File: src/rtl/mbi_pkg.sv
package mbi_pkg;
  localparam int FLAG_W   = 32;
  localparam int NUM_MB   = 2 * FLAG_W;
  localparam int NUM_STS  = 5;
  localparam int CNT_W    = $clog2(NUM_MB) + 1;

  typedef enum logic [2:0] {
    RA_FLAG_LO = 3'd0,
    RA_FLAG_HI = 3'd1,
    RA_MASK_LO = 3'd2,
    RA_MASK_HI = 3'd3,
    RA_STS_FLG = 3'd4,
    RA_STS_MSK = 3'd5,
    RA_COUNT   = 3'd6
  } reg_addr_e;

  localparam int FIFO_SPAN   = 8;
  localparam int FIFO_UNUSED = 5;
endpackage

File: src/rtl/mbi_flag_bank.sv
module mbi_flag_bank #(
  parameter int W = 8
) (
  input  logic         clk,
  input  logic         rst_n,
  input  logic [W-1:0] set_i,
  input  logic [W-1:0] clr_i,
  output logic [W-1:0] flag_o
);
  logic [W-1:0] flag_d;
  logic [W-1:0] flag_q;

  always_comb begin
    flag_d = (flag_q & ~clr_i) | set_i;
  end

  always_ff @(posedge clk or negedge rst_n) begin
    if (!rst_n) flag_q <= '0;
    else        flag_q <= flag_d;
  end

  assign flag_o = flag_q;

  AST_SET_WINS: assert property (@(posedge clk) disable iff (!rst_n)
    (|set_i) |=> ((flag_o & $past(set_i)) == $past(set_i)));
  AST_CLEAR_NEEDS_ONE: assert property (@(posedge clk) disable iff (!rst_n)
    1'b1 |=> (($past(flag_o) & ~flag_o & ~$past(clr_i)) == '0));
endmodule

File: src/rtl/mbi_irq_group.sv
module mbi_irq_group #(
  parameter int N          = 64,
  parameter int SMALL_GRP  = 4,
  parameter int SMALL_SPAN = 16,
  parameter int MID_END    = 32,
  localparam int NSMALL    = SMALL_SPAN / SMALL_GRP,
  localparam int NGRP      = NSMALL + 2
) (
  input  logic            clk,
  input  logic            rst_n,
  input  logic [N-1:0]    en_i,
  output logic [NGRP-1:0] grp_o,
  output logic            any_o
);
  logic [NGRP-1:0] grp_d;
  logic [NGRP-1:0] grp_q;
  logic            any_d;
  logic            any_q;

  for (genvar g = 0; g < NSMALL; g++) begin : g_small
    assign grp_d[g] = |en_i[g*SMALL_GRP +: SMALL_GRP];
  end
  assign grp_d[NSMALL]   = |en_i[MID_END-1:SMALL_SPAN];
  assign grp_d[NSMALL+1] = |en_i[N-1:MID_END];
  assign any_d           = |en_i;

  always_ff @(posedge clk or negedge rst_n) begin
    if (!rst_n) begin
      grp_q <= '0;
      any_q <= 1'b0;
    end else begin
      grp_q <= grp_d;
      any_q <= any_d;
    end
  end

  assign grp_o = grp_q;
  assign any_o = any_q;

  AST_ANY_MATCHES_GROUPS: assert property (@(posedge clk) disable iff (!rst_n)
    any_o == (|grp_o));
  AST_GROUP_NEEDS_SOURCE: assert property (@(posedge clk) disable iff (!rst_n)
    (en_i == '0) |=> (grp_o == '0));
endmodule

File: src/rtl/mb_irq_aggregator.sv
module mb_irq_aggregator
  import mbi_pkg::*;
#(
  parameter int SMALL_GRP  = 4,
  parameter int SMALL_SPAN = 16,
  localparam int NGRP      = SMALL_SPAN / SMALL_GRP + 2
) (
  input  logic                clk,
  input  logic                rst_n,
  input  logic [NUM_MB-1:0]   mb_done_i,
  input  logic                fifo_mode_i,
  input  logic                fifo_ovf_i,
  input  logic                fifo_warn_i,
  input  logic                fifo_avail_i,
  input  logic [NUM_STS-1:0]  sts_evt_i,
  input  logic                reg_wr_i,
  input  logic [2:0]          reg_addr_i,
  input  logic [FLAG_W-1:0]   reg_wdata_i,
  output logic [FLAG_W-1:0]   reg_rdata_o,
  output logic [NGRP-1:0]     irq_grp_o,
  output logic                irq_any_o,
  output logic [NUM_STS-1:0]  irq_sts_o
);
  // reset: asserted asynchronously, released on a clock edge
  logic [1:0] rst_sync_q;
  logic       rst_s_n;
  always_ff @(posedge clk or negedge rst_n) begin
    if (!rst_n) rst_sync_q <= 2'b00;
    else        rst_sync_q <= {rst_sync_q[0], 1'b1};
  end
  assign rst_s_n = rst_sync_q[1];

  // write decode
  logic wr_flo, wr_fhi, wr_mlo, wr_mhi, wr_sf, wr_sm, wr_cnt;
  always_comb begin
    wr_flo = reg_wr_i && (reg_addr_i == RA_FLAG_LO);
    wr_fhi = reg_wr_i && (reg_addr_i == RA_FLAG_HI);
    wr_mlo = reg_wr_i && (reg_addr_i == RA_MASK_LO);
    wr_mhi = reg_wr_i && (reg_addr_i == RA_MASK_HI);
    wr_sf  = reg_wr_i && (reg_addr_i == RA_STS_FLG);
    wr_sm  = reg_wr_i && (reg_addr_i == RA_STS_MSK);
    wr_cnt = reg_wr_i && (reg_addr_i == RA_COUNT);
  end

  // read/write configuration registers
  logic [NUM_MB-1:0]  mask_d,  mask_q;
  logic [NUM_STS-1:0] smask_d, smask_q;
  logic [CNT_W-1:0]   cnt_d,   cnt_q;

  always_comb begin
    mask_d  = mask_q;
    smask_d = smask_q;
    cnt_d   = cnt_q;
    if (wr_mlo) mask_d[FLAG_W-1:0]      = reg_wdata_i;
    if (wr_mhi) mask_d[NUM_MB-1:FLAG_W] = reg_wdata_i;
    if (wr_sm)  smask_d = reg_wdata_i[NUM_STS-1:0];
    if (wr_cnt) cnt_d   = reg_wdata_i[CNT_W-1:0];
  end

  always_ff @(posedge clk or negedge rst_s_n) begin
    if (!rst_s_n) begin
      mask_q  <= '0;
      smask_q <= '0;
      cnt_q   <= CNT_W'(NUM_MB);
    end else begin
      mask_q  <= mask_d;
      smask_q <= smask_d;
      cnt_q   <= cnt_d;
    end
  end

  // live-buffer qualification
  logic [CNT_W-1:0]  eff_cnt;
  logic [NUM_MB-1:0] live;
  logic [NUM_MB-1:0] raw_evt;
  assign eff_cnt = (cnt_q > CNT_W'(NUM_MB)) ? CNT_W'(NUM_MB) : cnt_q;

  for (genvar i = 0; i < NUM_MB; i++) begin : g_live
    if (i < FIFO_SPAN) begin : g_fifo_capable
      assign live[i]    = fifo_mode_i ? (i >= FIFO_UNUSED) : (CNT_W'(i) < eff_cnt);
    end else begin : g_plain
      assign live[i]    = CNT_W'(i) < eff_cnt;
    end
  end

  always_comb begin
    raw_evt = mb_done_i;
    if (fifo_mode_i) begin
      raw_evt[FIFO_SPAN-1:0] = {fifo_ovf_i, fifo_warn_i, fifo_avail_i, {FIFO_UNUSED{1'b0}}};
    end
  end

  // flags
  logic [NUM_MB-1:0]  mb_flag;
  logic [NUM_MB-1:0]  mb_vis;
  logic [NUM_STS-1:0] s_flag;

  mbi_flag_bank #(.W(NUM_MB)) u_mb_flags (
    .clk    (clk),
    .rst_n  (rst_s_n),
    .set_i  (raw_evt & live),
    .clr_i  ({(wr_fhi ? reg_wdata_i : '0), (wr_flo ? reg_wdata_i : '0)}),
    .flag_o (mb_flag)
  );

  mbi_flag_bank #(.W(NUM_STS)) u_sts_flags (
    .clk    (clk),
    .rst_n  (rst_s_n),
    .set_i  (sts_evt_i),
    .clr_i  (wr_sf ? reg_wdata_i[NUM_STS-1:0] : '0),
    .flag_o (s_flag)
  );

  assign mb_vis = mb_flag & live;

  // interrupt lines
  mbi_irq_group #(
    .N(NUM_MB), .SMALL_GRP(SMALL_GRP), .SMALL_SPAN(SMALL_SPAN), .MID_END(FLAG_W)
  ) u_grp (
    .clk   (clk),
    .rst_n (rst_s_n),
    .en_i  (mb_vis & mask_q),
    .grp_o (irq_grp_o),
    .any_o (irq_any_o)
  );

  logic [NUM_STS-1:0] sirq_q;
  always_ff @(posedge clk or negedge rst_s_n) begin
    if (!rst_s_n) sirq_q <= '0;
    else          sirq_q <= s_flag & smask_q;
  end
  assign irq_sts_o = sirq_q;

  // read mux
  always_comb begin
    reg_rdata_o = '0;
    case (reg_addr_i)
      RA_FLAG_LO: reg_rdata_o = mb_vis[FLAG_W-1:0];
      RA_FLAG_HI: reg_rdata_o = mb_vis[NUM_MB-1:FLAG_W];
      RA_MASK_LO: reg_rdata_o = mask_q[FLAG_W-1:0];
      RA_MASK_HI: reg_rdata_o = mask_q[NUM_MB-1:FLAG_W];
      RA_STS_FLG: reg_rdata_o = FLAG_W'(s_flag);
      RA_STS_MSK: reg_rdata_o = FLAG_W'(smask_q);
      RA_COUNT:   reg_rdata_o = FLAG_W'(cnt_q);
      default:    reg_rdata_o = '0;
    endcase
  end

  AST_FIFO_LOW_ZERO: assert property (@(posedge clk) disable iff (!rst_s_n)
    (fifo_mode_i && reg_addr_i == RA_FLAG_LO) |-> (reg_rdata_o[FIFO_UNUSED-1:0] == '0));
  AST_STS_MASKED_QUIET: assert property (@(posedge clk) disable iff (!rst_s_n)
    ((s_flag & smask_q) == '0) |=> (irq_sts_o == '0));
  AST_DEAD_BUFFER_QUIET: assert property (@(posedge clk) disable iff (!rst_s_n)
    (eff_cnt == '0 && !fifo_mode_i) |=> (irq_any_o == 1'b0));
endmodule

File: config.mk
export PLATFORM = sky130hd
export DESIGN_NAME = mb_irq_aggregator
export DESIGN_NICKNAME = d
export VERILOG_FILES = /design/src/rtl/mbi_pkg.sv /design/src/rtl/mbi_flag_bank.sv /design/src/rtl/mbi_irq_group.sv /design/src/rtl/mb_irq_aggregator.sv
export SDC_FILE = /design/constraint.sdc
export NUM_CORES = 1
export LEC_CHECK = 0
export BUFFER_PORTS_ARGS = -buffer_cell sky130_fd_sc_hd__buf_2
export CORE_ASPECT_RATIO = 1.5
export CORE_MARGIN = 2
export CORE_UTILIZATION = 40
export CTS_CLUSTER_SIZE = 14
export DETAILED_ROUTE_END_ITERATION = 6
export PLACE_DENSITY = 0.7
export SYNTH_ARGS = -nofsm -noshare
export SYNTH_HDL_FRONTEND = slang
export SYNTH_SLANG_ARGS = --single-unit
File: constraint.sdc
create_clock -name clk -period 6.4 [get_ports clk]
set_clock_uncertainty 0.15 [all_clocks]
set_input_delay 0.32 -clock clk [delete_from_list [all_inputs] [get_ports clk]]
set_output_delay 0.32 -clock clk [all_outputs]
set_load 0.01 [all_outputs]
==> results_tabular.tex, run 1 <==
\begin{tabular}{lr}
\hline
Metric & Value \\
\hline
\multicolumn{2}{l}{\textbf{Min path}} \\
Class of the worst hold path & in -> reg \\
\multicolumn{2}{l}{\textbf{STA}} \\
Setup repair after global routing missed its margin & no \\
Final critical-path required period & approximately 3800 ps \\
Crit share post-route & between 50\% and 60\% \\
Final count of hold timing violations & 1 \\
Number of slew-limit violations in the final report & 0 \\
Final sum of negative setup slack & 0 ps \\
Setup-failing EPs final & 0 \\
Headroom to the max-slew limit & between 20 and 30\% \\
Maximum operating frequency & about 0.26 GHz \\
Smallest hold slack & -5.19 ps \\
Worst Tran Pin Value & about 1100 ps \\
\multicolumn{2}{l}{\textbf{Yosys}} \\
Number of different library cells in the post-synthesis netlist & 66 \\
Number of flops mapped to enable cells by yosys & 0 \\
Number of warnings issued by yosys & 0 \\
Number of instances in the synthesized netlist & between 800 and 900 \\
Post-synthesis register bit count & 159 \\
Fraction of synthesized cell area taken by the top area cell type & a little under half \\
Cell type contributing the most total cell area after synthesis & sky130\_fd\_sc\_hd\_\_dfrtp\_1 \\
Share of cell area taken by muxes after synthesis & between 10 and 15\% \\
Main combinational cell family by area after synthesis & compound AO/OA/AOI/OAI gates \\
Synthesized area per cell & between 9 and 10 sq um \\
Synth Area in Compound Gates & a little under a fifth \\
Async set-or-reset flop fraction in the synthesized netlist & 100\% \\
Synth Area in XOR/XNOR & 0\% \\
Synthesized area & between 8000 and 9000 sq um \\
Area share of and/or/nand/nor cells after synthesis & about 18\% \\
Post-synthesis sequential area ratio & about 47\% \\
Top\_reg\_cell synth & sky130\_fd\_sc\_hd\_\_dfrtp\_1 \\
Post-Synthesis Net Count & between 900 and 1000 \\
Synth top area cells & sky130\_fd\_sc\_hd\_\_dfrtp\_1 47\%, sky130\_fd\_sc\_hd\_\_mux2\_2 11\%, sky130\_fd\_sc\_hd\_\_nand2\_1 6.4\%, sky130\_fd\_sc\_hd\_\_nand3\_1 4.6\%, sky130\_fd\_sc\_hd\_\_a22o\_1 4.5\% \\
Fraction of the mapped netlist area in adder cells & less than 1\% \\
\multicolumn{2}{l}{\textbf{Power and ir drop}} \\
Worst-case vdd ir drop & 216 uV \\
Static Leakage & 4.46 nW \\
Pwr per Cell Area & between 300 and 400 nW/um\^{}2 \\
Total Power Consumption & 0.00329 W \\
\multicolumn{2}{l}{\textbf{Clock network}} \\
Number of buffers between clock root and the deepest sink & 2 \\
TritonCTS sink count & between 150 and 200 \\
TritonCTS clock tree & done \\
Total CTS buffers & 17 \\
Clock-pin slew reported for the worst setup and hold paths after clock tree synthesis & 70 ps \\
Clock tree root buffer cell & sky130\_fd\_sc\_hd\_\_clkbuf\_16 \\
H-Tree Depth & 4 \\
Source-to-sink clock delay at the later pin of the worst-skew pair & between 400 and 500 ps \\
\multicolumn{2}{l}{\textbf{Placed design}} \\
Placer Congestion & 0.952 \\
Number of placed instances with taps included & 1225 \\
Cell Area, Placed & around 9400 sq um \\
I/O Buffers & 154 \\
Total half-perimeter wirelength after legalization and detailed placement & about 22000 um \\
\multicolumn{2}{l}{\textbf{Global routing}} \\
Wire length of the first global-routing pass & 46400 um \\
Initial antenna violation count & 0 \\
Pin count of the biggest net entering global routing & 83 \\
Global router's overall resource usage & 27.7\% \\
Number of global-route vias before repair & 8099 \\
Final global-route overflow total & 0 \\
\multicolumn{2}{l}{\textbf{Finish}} \\
Count of filler cells inserted in the layout & $\sim$1900 \\
Cell area after layout & between 10000 and 15000 sq um \\
Total number of nets in the final design & approximately 1100 \\
Fraction of layout cells with a size suffix above 1 & around 28\% \\
Finished Layout Cells & 1314 \\
Number of antenna cells inserted & 0 \\
Area growth from synthesis to final layout & 24.6\% \\
\multicolumn{2}{l}{\textbf{Routing}} \\
Vias & between 8000 and 9000 \\
Wire per inst & around 23 um \\
Final wirelength & between 30000 and 40000 um \\
Detailed-route DRC error count & 3 \\
DR pass1 iterations & 7 \\
Ratio of routed vias to standard cells & a little over 6 \\
Count of nets left with antenna violations after detail routing & 0 \\
Drt first-iter violations & about 1000 \\
\multicolumn{2}{l}{\textbf{Worst setup path}} \\
Crit path largest cell delay & 820 ps \\
Critical path launch point type & flip-flop \\
Data arrival time of the critical path & between 3000 and 4000 ps \\
CP max-delay cell & sky130\_fd\_sc\_hd\_\_dfstp\_2 \\
Setup Crit Path Kind & reg -> out \\
Crit-path max FO & 25 \\
Data required time at the worst endpoint & $\sim$5900 ps \\
CP top delay family & simple AND/OR/NAND/NOR gates \\
Category of the worst setup path capture point & output port \\
Cell chain of the critical path & or2\_1 > or3\_1 > o311ai\_0 > a21oi\_1 > nand2\_1 > o21ai\_0 > buf\_2 \\
Buffer and inverter count on the worst path & 1 \\
\multicolumn{2}{l}{\textbf{Floorplanning}} \\
Initial Utilization & 40.5\% \\
Width of the die & $\sim$120 um \\
Die area & between 20000 and 25000 sq um \\
Die span in y & 182 um \\
Total core area & $\sim$21000 sq um \\
Top Ports & roughly 160 \\
Row count & 65 \\
\multicolumn{2}{l}{\textbf{Flow run}} \\
Maxcap violations & 0 \\
\multicolumn{2}{l}{\textbf{Status}} \\
Failing checks & DRC, hold timing \\
Result of the run & complete, but fails checks \\
\hline
\end{tabular}
path summary, 6_finish.rpt:
path | startpoint | end | slack, ps | cells after the start
worst max-delay path | cnt_q[6] | reg_rdata_o[5] | 2620 | 7
worst min-delay path | mb_done_i[20] | u_mb_flags.flag_o[20] | -5 | 2
worst max register to register | cnt_q[5] | u_grp.any_o | 3350 | 6
worst min register to register | rst_sync_q[0] | rst_sync_q[1] | 200 | 0
max in group asynchronous | rst_sync_q[1] | irq_sts_o[3] | 4050 | 1
min in group asynchronous | rst_n | rst_sync_q[1] | 40 | 2
kinds of logic after synthesis:
kind of cell    Yosys count
mux                      92
flops                   159
other cells               1
simple gates            317
buf+inv                  71
compound gates          210
fa+ha+maj                 1
area by class of cell:
cell class / count / area, sq um / area share [%]
Multi-Input combinational cell: 621 / 4180 / 39.6
Sequential cell: 159 / 3980 / 37.7
Timing Repair Buffer: 222 / 1420 / 13.5
Clock buffer: 20 / 457 / 4.33
Tap cell: 268 / 335 / 3.18
Clock inverter: 12 / 136 / 1.29
Inverter: 12 / 45.0 / 0.427
state kept, by name (all words and copies together) (netlist names):
signal and cells:
u_grp.grp_o 6, u_sts_flags.flag_o 5, mask_q 64, irq_sts_o 5, smask_q 5, cnt_q 7, u_grp.any_o 1, u_mb_flags.flag_o 64
rst_sync_q 2
through the flow:
stage	utilization (%)	setup slack (ps)
2_1_floorplan	-	1490
3_3_place_gp	44.9	2680
3_5_place_dp	44.9	2690
4_1_cts	50.5	2660
5_1_grt	50.5	2420
6_report	50.5	2620
synthesized netlist by cell type, types with 2 or more instances:
| master | n |
|---|---|
| sky130_fd_sc_hd__a221o_1 | 3 |
| sky130_fd_sc_hd__a32oi_1 | 6 |
| sky130_fd_sc_hd__a221oi_1 | 2 |
| sky130_fd_sc_hd__inv_1 | 11 |
| sky130_fd_sc_hd__mux2i_1 | 11 |
| sky130_fd_sc_hd__buf_6 | 6 |
| sky130_fd_sc_hd__or3_1 | 5 |
| sky130_fd_sc_hd__clkbuf_1 | 32 |
| sky130_fd_sc_hd__nand2_1 | 144 |
| sky130_fd_sc_hd__a21oi_1 | 21 |
| sky130_fd_sc_hd__a21o_1 | 5 |
| sky130_fd_sc_hd__o211ai_1 | 7 |
| sky130_fd_sc_hd__o22ai_1 | 5 |
| sky130_fd_sc_hd__a22oi_1 | 22 |
| sky130_fd_sc_hd__a41oi_1 | 2 |
| sky130_fd_sc_hd__a2111oi_0 | 2 |
| sky130_fd_sc_hd__o21ai_0 | 31 |
| sky130_fd_sc_hd__nor2b_1 | 3 |
| sky130_fd_sc_hd__o31ai_1 | 4 |
| sky130_fd_sc_hd__buf_2 | 18 |
| sky130_fd_sc_hd__o21ai_1 | 3 |
| sky130_fd_sc_hd__and3_1 | 6 |
| sky130_fd_sc_hd__mux2_1 | 2 |
| sky130_fd_sc_hd__a22o_1 | 44 |
| sky130_fd_sc_hd__a211oi_1 | 9 |
| sky130_fd_sc_hd__nand3_1 | 78 |
| sky130_fd_sc_hd__a31oi_1 | 8 |
| sky130_fd_sc_hd__nand3b_1 | 2 |
| sky130_fd_sc_hd__buf_1 | 3 |
| sky130_fd_sc_hd__nor3_1 | 6 |
| sky130_fd_sc_hd__nor3_2 | 4 |
| sky130_fd_sc_hd__nand4_1 | 24 |
| sky130_fd_sc_hd__nor2_1 | 20 |
| sky130_fd_sc_hd__a21oi_2 | 2 |
| sky130_fd_sc_hd__dfrtp_1 | 158 |
| sky130_fd_sc_hd__mux2_2 | 79 |
| sky130_fd_sc_hd__a32o_1 | 18 |
| sky130_fd_sc_hd__nand2b_1 | 2 |
| sky130_fd_sc_hd__a222oi_1 | 4 |
| sky130_fd_sc_hd__nor4_1 | 5 |
| sky130_fd_sc_hd__a311oi_1 | 3 |
| sky130_fd_sc_hd__and2_1 | 7 |
metal layers:
layer	routed length [um]	share of wire, %	global-route usage (%)	vias up
li1	-	-	-	3569
met1	11200	37	33.4	3961
met2	14800	49	44.7	472
met3	2150	7.1	4.84	131
met4	2240	7.3	18.6	0
met5	0	0	0	-
cells in the final DEF, fill, tap and decap left out, types with 3 or more instances in the layout:
master,instances
sky130_fd_sc_hd__nand4_1,24
sky130_fd_sc_hd__buf_4,11
sky130_fd_sc_hd__o31ai_1,4
sky130_fd_sc_hd__a22o_1,44
sky130_fd_sc_hd__a222oi_1,4
sky130_fd_sc_hd__nor4_1,4
sky130_fd_sc_hd__clkbuf_16,17
sky130_fd_sc_hd__mux2_2,79
sky130_fd_sc_hd__or3_1,5
sky130_fd_sc_hd__and2_1,6
sky130_fd_sc_hd__clkinv_4,4
sky130_fd_sc_hd__o211ai_1,7
sky130_fd_sc_hd__a31oi_1,8
sky130_fd_sc_hd__mux2i_1,11
sky130_fd_sc_hd__a311oi_1,3
sky130_fd_sc_hd__nand3_1,78
sky130_fd_sc_hd__buf_2,154
sky130_fd_sc_hd__nand2_1,144
sky130_fd_sc_hd__nor3_1,4
sky130_fd_sc_hd__a21oi_1,21
sky130_fd_sc_hd__o21ai_0,31
sky130_fd_sc_hd__dlygate4sd3_1,57
sky130_fd_sc_hd__o21ai_1,3
sky130_fd_sc_hd__and3_1,5
sky130_fd_sc_hd__inv_1,11
sky130_fd_sc_hd__nor2_1,20
sky130_fd_sc_hd__a211oi_1,9
sky130_fd_sc_hd__a221o_1,3
sky130_fd_sc_hd__clkinvlp_4,3
sky130_fd_sc_hd__a32o_1,18
sky130_fd_sc_hd__nor3_2,6
sky130_fd_sc_hd__a32oi_1,6
sky130_fd_sc_hd__a21o_1,5
sky130_fd_sc_hd__o22ai_1,5
sky130_fd_sc_hd__dfrtp_1,157
sky130_fd_sc_hd__a22oi_1,22
sky130_fd_sc_hd__nor2b_1,3
report_power, final:
group | total [W] | switching [W] | internal (W)
clock network | 0.00103 | 0.000433 | 0.000597
logic | 0.000929 | 0.000564 | 0.000364
registers | 0.00134 | 0.000169 | 0.00117
repair_timing:
action / in CTS / in global routing
gates resized for setup: 0 / 0
endpoints found under the hold margin: 57 / 1
hold buffers: 56 / 1
buffers inserted: 0 / 0
Note: power is estimated with default switching activity, not from simulation.
==> run 2: changes to the inputs <==
- clock period: 6.4 -> 3.7 ns (I/O delays scaled with it)
==> run 2 against run 1 <==
  * The run now ends clean
  * Total power rose by 77%
  * Combinational power grew 88%
  * Sequential power rose by 75%
  * Hold slack improved by 170 ps
  * Flip-flop and latch count did not move
  * Routed wire length rose by 8.3%
  * Utilization grew 6.0 points
  * Global-route usage increased by 2.1 points
  * Critical path depth unchanged
  * Sequential share of layout area decreased by 4.0 points
  * Final area grew 12%
  * First-iteration DRC count increased by 0.40%
  * Largest cell class unchanged
==> results_tabular.tex, run 2 (synthesis gave the netlist of run 1 again) <==
\begin{tabular}{lr}
\hline
Metric & Value \\
\hline
\multicolumn{2}{l}{\textbf{STA}} \\
Final sum of negative setup slack & 0 ps \\
Headroom to the max-slew limit & 43.6\% \\
Worst Tran Pin Value & 845 ps \\
Setup repair after global routing missed its margin & no \\
Crit share post-route & 90.8\% \\
Setup-failing EPs final & 0 \\
Least setup slack across all paths after layout & between 300 and 400 ps \\
Number of slew-limit violations in the final report & 0 \\
Final critical-path required period & 3360 ps \\
Final count of hold timing violations & 0 \\
Maximum operating frequency & approximately 0.30 GHz \\
\multicolumn{2}{l}{\textbf{Global routing}} \\
Final global-route overflow total & 0 \\
Wire length of the first global-routing pass & roughly 50000 um \\
Initial antenna violation count & 0 \\
Pin count of the biggest net entering global routing & 80 \\
Global router's overall resource usage & between 20\% and 30\% \\
Number of global-route vias before repair & 8806 \\
\multicolumn{2}{l}{\textbf{Placed design}} \\
I/O Buffers & between 150 and 200 \\
Total half-perimeter wirelength after legalization and detailed placement & between 20000 and 25000 um \\
Placer Congestion & between 0.9 and 1 \\
Cell Area, Placed & around 9500 sq um \\
Worst setup slack after placement & between 900 and 1000 ps \\
\multicolumn{2}{l}{\textbf{Worst setup path}} \\
R2R Setup Slk & about 630 ps \\
Worst r2r src & cnt\_q[5] \\
Depth of the most critical reg-to-reg path & 6 \\
Capture instance of the worst register-to-register path & u\_mb\_flags.flag\_o[5] \\
Data required time at the worst endpoint & 3370 ps \\
Data arrival time of the critical path & a little over 3000 ps \\
Category of the worst setup path capture point & output port \\
Critical path launch point type & flip-flop \\
Setup Crit Path Kind & reg -> out \\
Crit-path max FO & 17 \\
\multicolumn{2}{l}{\textbf{Routing}} \\
Final wirelength & between 30000 and 40000 um \\
Wire per inst & 22.8 um \\
Routed length on met2 & roughly 16000 um \\
DR pass1 iterations & 6 \\
Ratio of routed vias to standard cells & 6.08 \\
Detailed-routed wire length on met3 & between 2000 and 2500 um \\
Met1 wire length & $\sim$12000 um \\
Top layer used by detailed routing & met4 \\
Detailed-route DRC error count & 0 \\
Count of nets left with antenna violations after detail routing & 0 \\
Vias & about 8800 \\
Drt first-iter violations & 1008 \\
\multicolumn{2}{l}{\textbf{Finish}} \\
Seq. cell area & around 4000 sq um \\
Number of antenna cells inserted & 0 \\
Cell area after layout & roughly 12000 sq um \\
Count of filler cells inserted in the layout & 1807 \\
Area growth from synthesis to final layout & 39.3\% \\
Fraction of layout cells with a size suffix above 1 & roughly a quarter \\
Total number of nets in the final design & between 1000 and 1500 \\
Most frequent cells in the layout & 169 x sky130\_fd\_sc\_hd\_\_dlygate4sd3\_1, 157 x sky130\_fd\_sc\_hd\_\_dfrtp\_1, 154 x sky130\_fd\_sc\_hd\_\_buf\_2 \\
Multi-input logic area & $\sim$4200 sq um \\
Most common library cell in the layout ignoring fill and taps & sky130\_fd\_sc\_hd\_\_dlygate4sd3\_1 \\
\multicolumn{2}{l}{\textbf{Floorplanning}} \\
Initial Utilization & between 40\% and 50\% \\
Row count & 65 \\
Top Ports & between 150 and 200 \\
Die area & roughly 22000 sq um \\
Width of the die & between 100 and 150 um \\
Total core area & 20900 sq um \\
Die span in y & $\sim$180 um \\
\multicolumn{2}{l}{\textbf{Clock network}} \\
Total CTS buffers & 17 \\
Cts-stage hold buffer count & $\sim$170 \\
Clock-pin slew reported for the worst setup and hold paths after clock tree synthesis & around 70 ps \\
Number of buffers between clock root and the deepest sink & 2 \\
TritonCTS sink count & 159 \\
H-Tree Depth & 4 \\
Total of cells resized after clock tree synthesis & 0 \\
Clock tree root buffer cell & sky130\_fd\_sc\_hd\_\_clkbuf\_16 \\
TritonCTS clock tree & done \\
Setup Buffers After CTS & 0 \\
Source-to-sink clock delay at the later pin of the worst-skew pair & 450 ps \\
\multicolumn{2}{l}{\textbf{Power and ir drop}} \\
Static Leakage & slightly below 5 nW \\
Worst-case vdd ir drop & $\sim$410 uV \\
Pwr per Cell Area & between 400 and 500 nW/um\^{}2 \\
\multicolumn{2}{l}{\textbf{Flow run}} \\
Maxcap violations & 0 \\
\multicolumn{2}{l}{\textbf{Min path}} \\
Sink of the worst hold path & mask\_q[31] \\
Worst hold path startpoint & reg\_wr\_i \\
Class of the worst hold path & in -> reg \\
Min-Delay Path Depth & 3 \\
\multicolumn{2}{l}{\textbf{Status}} \\
Result of the run & finished clean \\
\hline
\end{tabular}
==> run 2: worst max path at each step <==
stage               slack, ps           from  cells after the start        endpoint
floorplan                 920  rst_sync_q[1]                      0        cnt_q[0]
global placement          950       cnt_q[5]                      7  reg_rdata_o[5]
detailed placement        910       cnt_q[5]                      7  reg_rdata_o[5]
CTS                       410       cnt_q[5]                      7  reg_rdata_o[5]
global route              240       cnt_q[5]                      7  reg_rdata_o[5]
finish                    340       cnt_q[5]                      7  reg_rdata_o[5]
==> run 2: where the power goes <==
| group | internal, W | switching (W) | total (W) |
|---|---|---|---|
| combinational | 0.000770 | 0.000981 | 0.00175 |
| sequential | 0.00202 | 0.000319 | 0.00234 |
| clock | 0.00102 | 0.000733 | 0.00175 |
| total | 0.00381 | 0.00203 | 0.00584 |
==> run 2: cell type report <==
class / instances / share of cell area (%)
repair buffers: 352 / 22.8
inverters: 12 / 0.382
well taps: 268 / 2.84
clock inverters: 10 / 0.964
multi-input cells: 621 / 35.4
flip-flops and latches: 159 / 33.7
clock buffers: 21 / 3.90
==> run 2: stage by stage <==
stage                     hold WS, ps  std cells  utilization [%]  total power (W)
after floorplan                  -261        851                -          0.00326
after global placement           -180       1243             45.6          0.00385
after detailed placement         -176       1243             45.6          0.00388
after CTS                         137       1443             56.5          0.00579
after global routing              161       1443             56.5          0.00606
final                             160       1443             56.5          0.00584
==> run 2: layer usage <==
layer  vias up  GRT usage (%)
li1       3823              -
met1      4280           33.7
met2       514           49.7
met3       155           5.47
met4         0           21.3
met5         -              0
==> run 2: worst max-delay path, cell delays in order, from the launching register on <==
cell	delay (ps)
sky130_fd_sc_hd__dfrtp_1	590
sky130_fd_sc_hd__or2_1	530
sky130_fd_sc_hd__or3_1	580
sky130_fd_sc_hd__o311ai_0	350
sky130_fd_sc_hd__a21oi_1	120
sky130_fd_sc_hd__nand2_1	100
sky130_fd_sc_hd__o21ai_0	120
sky130_fd_sc_hd__buf_2	180
==> run 3: changes to the inputs <==
- MAX_ROUTING_LAYER: unset -> met4
==> run 3 against run 2 <==
  * The run now ends with DRC left
  * Sequential share of layout area is 0.15 points lower
  * Routed wire length hardly changed
  * Register-to-register slack hardly changed
==> results_tabular.tex, run 3 (synthesis gave the netlist of run 1 again) <==
\begin{tabular}{lr}
\hline
Metric & Value \\
\hline
\multicolumn{2}{l}{\textbf{Clock network}} \\
Clock-pin slew reported for the worst setup and hold paths after clock tree synthesis & roughly 70 ps \\
Clock tree root buffer cell & sky130\_fd\_sc\_hd\_\_clkbuf\_16 \\
H-Tree Depth & 4 \\
Total CTS buffers & 17 \\
Setup Buffers After CTS & 0 \\
TritonCTS clock tree & done \\
Total of cells resized after clock tree synthesis & 0 \\
Source-to-sink clock delay at the later pin of the worst-skew pair & about 440 ps \\
Cts-stage hold buffer count & approximately 170 \\
TritonCTS sink count & roughly 160 \\
Number of buffers between clock root and the deepest sink & 2 \\
\multicolumn{2}{l}{\textbf{Routing}} \\
Ratio of routed vias to standard cells & 6.14 \\
Wire per inst & roughly 23 um \\
Detailed-route DRC error count & 15 \\
Drt first-iter violations & roughly 1100 \\
Count of nets left with antenna violations after detail routing & 0 \\
Final wirelength & about 33000 um \\
DR pass1 iterations & 7 \\
Vias & about 8900 \\
\multicolumn{2}{l}{\textbf{Global routing}} \\
Global router's overall resource usage & between 30\% and 40\% \\
Pin count of the biggest net entering global routing & 64 \\
Final global-route overflow total & 0 \\
Number of global-route vias before repair & about 9000 \\
Wire length of the first global-routing pass & between 50000 and 60000 um \\
Initial antenna violation count & 0 \\
\multicolumn{2}{l}{\textbf{STA}} \\
Setup-failing EPs final & 0 \\
Maximum operating frequency & 0.305 GHz \\
Headroom to the max-slew limit & a little over two fifths \\
Final sum of negative setup slack & 0 ps \\
Worst Tran Pin Value & between 800 and 900 ps \\
Final count of hold timing violations & 0 \\
Smallest hold slack & 195 ps \\
Crit share post-route & between 80 and 90\% \\
Final critical-path required period & 3280 ps \\
Number of slew-limit violations in the final report & 0 \\
Setup repair after global routing missed its margin & no \\
\multicolumn{2}{l}{\textbf{Power and ir drop}} \\
Pwr per Cell Area & between 400 and 500 nW/um\^{}2 \\
Worst-case vdd ir drop & between 300 and 400 uV \\
Total Power Consumption & a little under 0.006 W \\
Static Leakage & between 4 and 5 nW \\
\multicolumn{2}{l}{\textbf{Placed design}} \\
Placer Congestion & 0.986 \\
Total half-perimeter wirelength after legalization and detailed placement & 22700 um \\
I/O Buffers & roughly 150 \\
\multicolumn{2}{l}{\textbf{Worst setup path}} \\
Category of the worst setup path capture point & output port \\
Data required time at the worst endpoint & 3370 ps \\
CP max-delay cell & sky130\_fd\_sc\_hd\_\_dfrtp\_1 \\
Critical path launch point type & flip-flop \\
R2R Setup Slk & 620 ps \\
Depth of the most critical reg-to-reg path & 5 \\
Capture instance of the worst register-to-register path & u\_mb\_flags.flag\_o[8] \\
Worst r2r src & cnt\_q[6] \\
Cell chain of the critical path & or2\_1 > or3\_1 > o311ai\_0 > a21oi\_1 > nand2\_1 > o21ai\_0 > buf\_2 \\
Crit-path max FO & 17 \\
Setup Crit Path Kind & reg -> out \\
Crit path largest cell delay & about 600 ps \\
Launching instance or port of the critical path & cnt\_q[5] \\
Data arrival time of the critical path & between 2000 and 3000 ps \\
\multicolumn{2}{l}{\textbf{Floorplanning}} \\
Total core area & about 21000 sq um \\
Top Ports & approximately 160 \\
Width of the die & 123 um \\
Row count & 65 \\
Die area & 22400 sq um \\
Die span in y & 182 um \\
Initial Utilization & between 40\% and 50\% \\
\multicolumn{2}{l}{\textbf{Finish}} \\
Total number of nets in the final design & between 1000 and 1500 \\
Most common library cell in the layout ignoring fill and taps & sky130\_fd\_sc\_hd\_\_dlygate4sd3\_1 \\
Seq. cell area & 3980 sq um \\
Post-Route Utilization & between 50\% and 60\% \\
Number of antenna cells inserted & 0 \\
Fraction of layout cells with a size suffix above 1 & 26.8\% \\
Area growth from synthesis to final layout & 40.0\% \\
Most frequent cells in the layout & 171 x sky130\_fd\_sc\_hd\_\_dlygate4sd3\_1, 157 x sky130\_fd\_sc\_hd\_\_dfrtp\_1, 154 x sky130\_fd\_sc\_hd\_\_buf\_2 \\
Count of filler cells inserted in the layout & roughly 1800 \\
Multi-input logic area & around 4200 sq um \\
\multicolumn{2}{l}{\textbf{Status}} \\
Failing checks & DRC \\
Result of the run & complete, but fails checks \\
\multicolumn{2}{l}{\textbf{Flow run}} \\
Maxcap violations & 0 \\
\multicolumn{2}{l}{\textbf{Min path}} \\
Min-Delay Path Depth & 0 \\
Sink of the worst hold path & rst\_sync\_q[1] \\
Worst hold path startpoint & rst\_sync\_q[0] \\
Class of the worst hold path & reg -> reg \\
\hline
\end{tabular}
-- run 3: changes by cell type in the layout (fill, tap and decap cells not counted) --
cell / delta
sky130_fd_sc_hd__clkbuf_1: -2
sky130_fd_sc_hd__clkbuf_8: +1
sky130_fd_sc_hd__dlygate4sd3_1: +2
sky130_fd_sc_hd__inv_6: +2
sky130_fd_sc_hd__clkinv_4: +2
sky130_fd_sc_hd__clkinvlp_4: -2
sky130_fd_sc_hd__buf_4: +1
-- run 3: routing by layer --
layer / global-route usage [%] / vias to the layer above / wire length (um)
met2: 48.8 / 551 / 16000
met5: - / - / 0
met1: 34.1 / 4342 / 12000
li1: - / 3836 / -
met3: 5.81 / 161 / 2480
met4: 22.1 / 0 / 2570
-- run 3: area by class of cell --
type                       instances  share of cell area (%)
inverter                          12                   0.380
clock buffer                      20                    3.94
timing repair buffer             355                    22.9
multi-input combinational        621                    35.2
sequential                       159                    33.6
tap                              268                    2.83
clock inverter                    12                    1.13
-- run 3: worst max path at each step --
stage / slack [ps] / cells past startpoint / to
after floorplan: 920 / 0 / cnt_q[0]
after global placement: 820 / 6 / u_grp.any_o
after detailed placement: 830 / 6 / u_grp.any_o
after CTS: 420 / 7 / reg_rdata_o[5]
after global routing: 150 / 6 / reg_rdata_o[28]
final: 420 / 7 / reg_rdata_o[5]
-- run 3: where the power goes --
part	total, W	internal [W]	switching [W]
combinational	0.00177	0.000774	0.000992
sequential	0.00234	0.00202	0.000319
clock	0.00179	0.00105	0.000744
-- run 3: per-stage QoR --
stage	instance area, sq um	instances	setup slack, ps
2_1_floorplan	8470	851	918
3_3_place_gp	9550	1244	822
3_5_place_dp	9550	1244	827
4_1_cts	11900	1447	418
5_1_grt	11900	1447	147
6_report	11900	1447	420
-- run 3: critical path, delay by kind of cell, from the launching register on --
kind            cells  cell delay (ps)
simple gates        3             1190
flops               1              590
compound gates      3              540
buf+inv             1              170
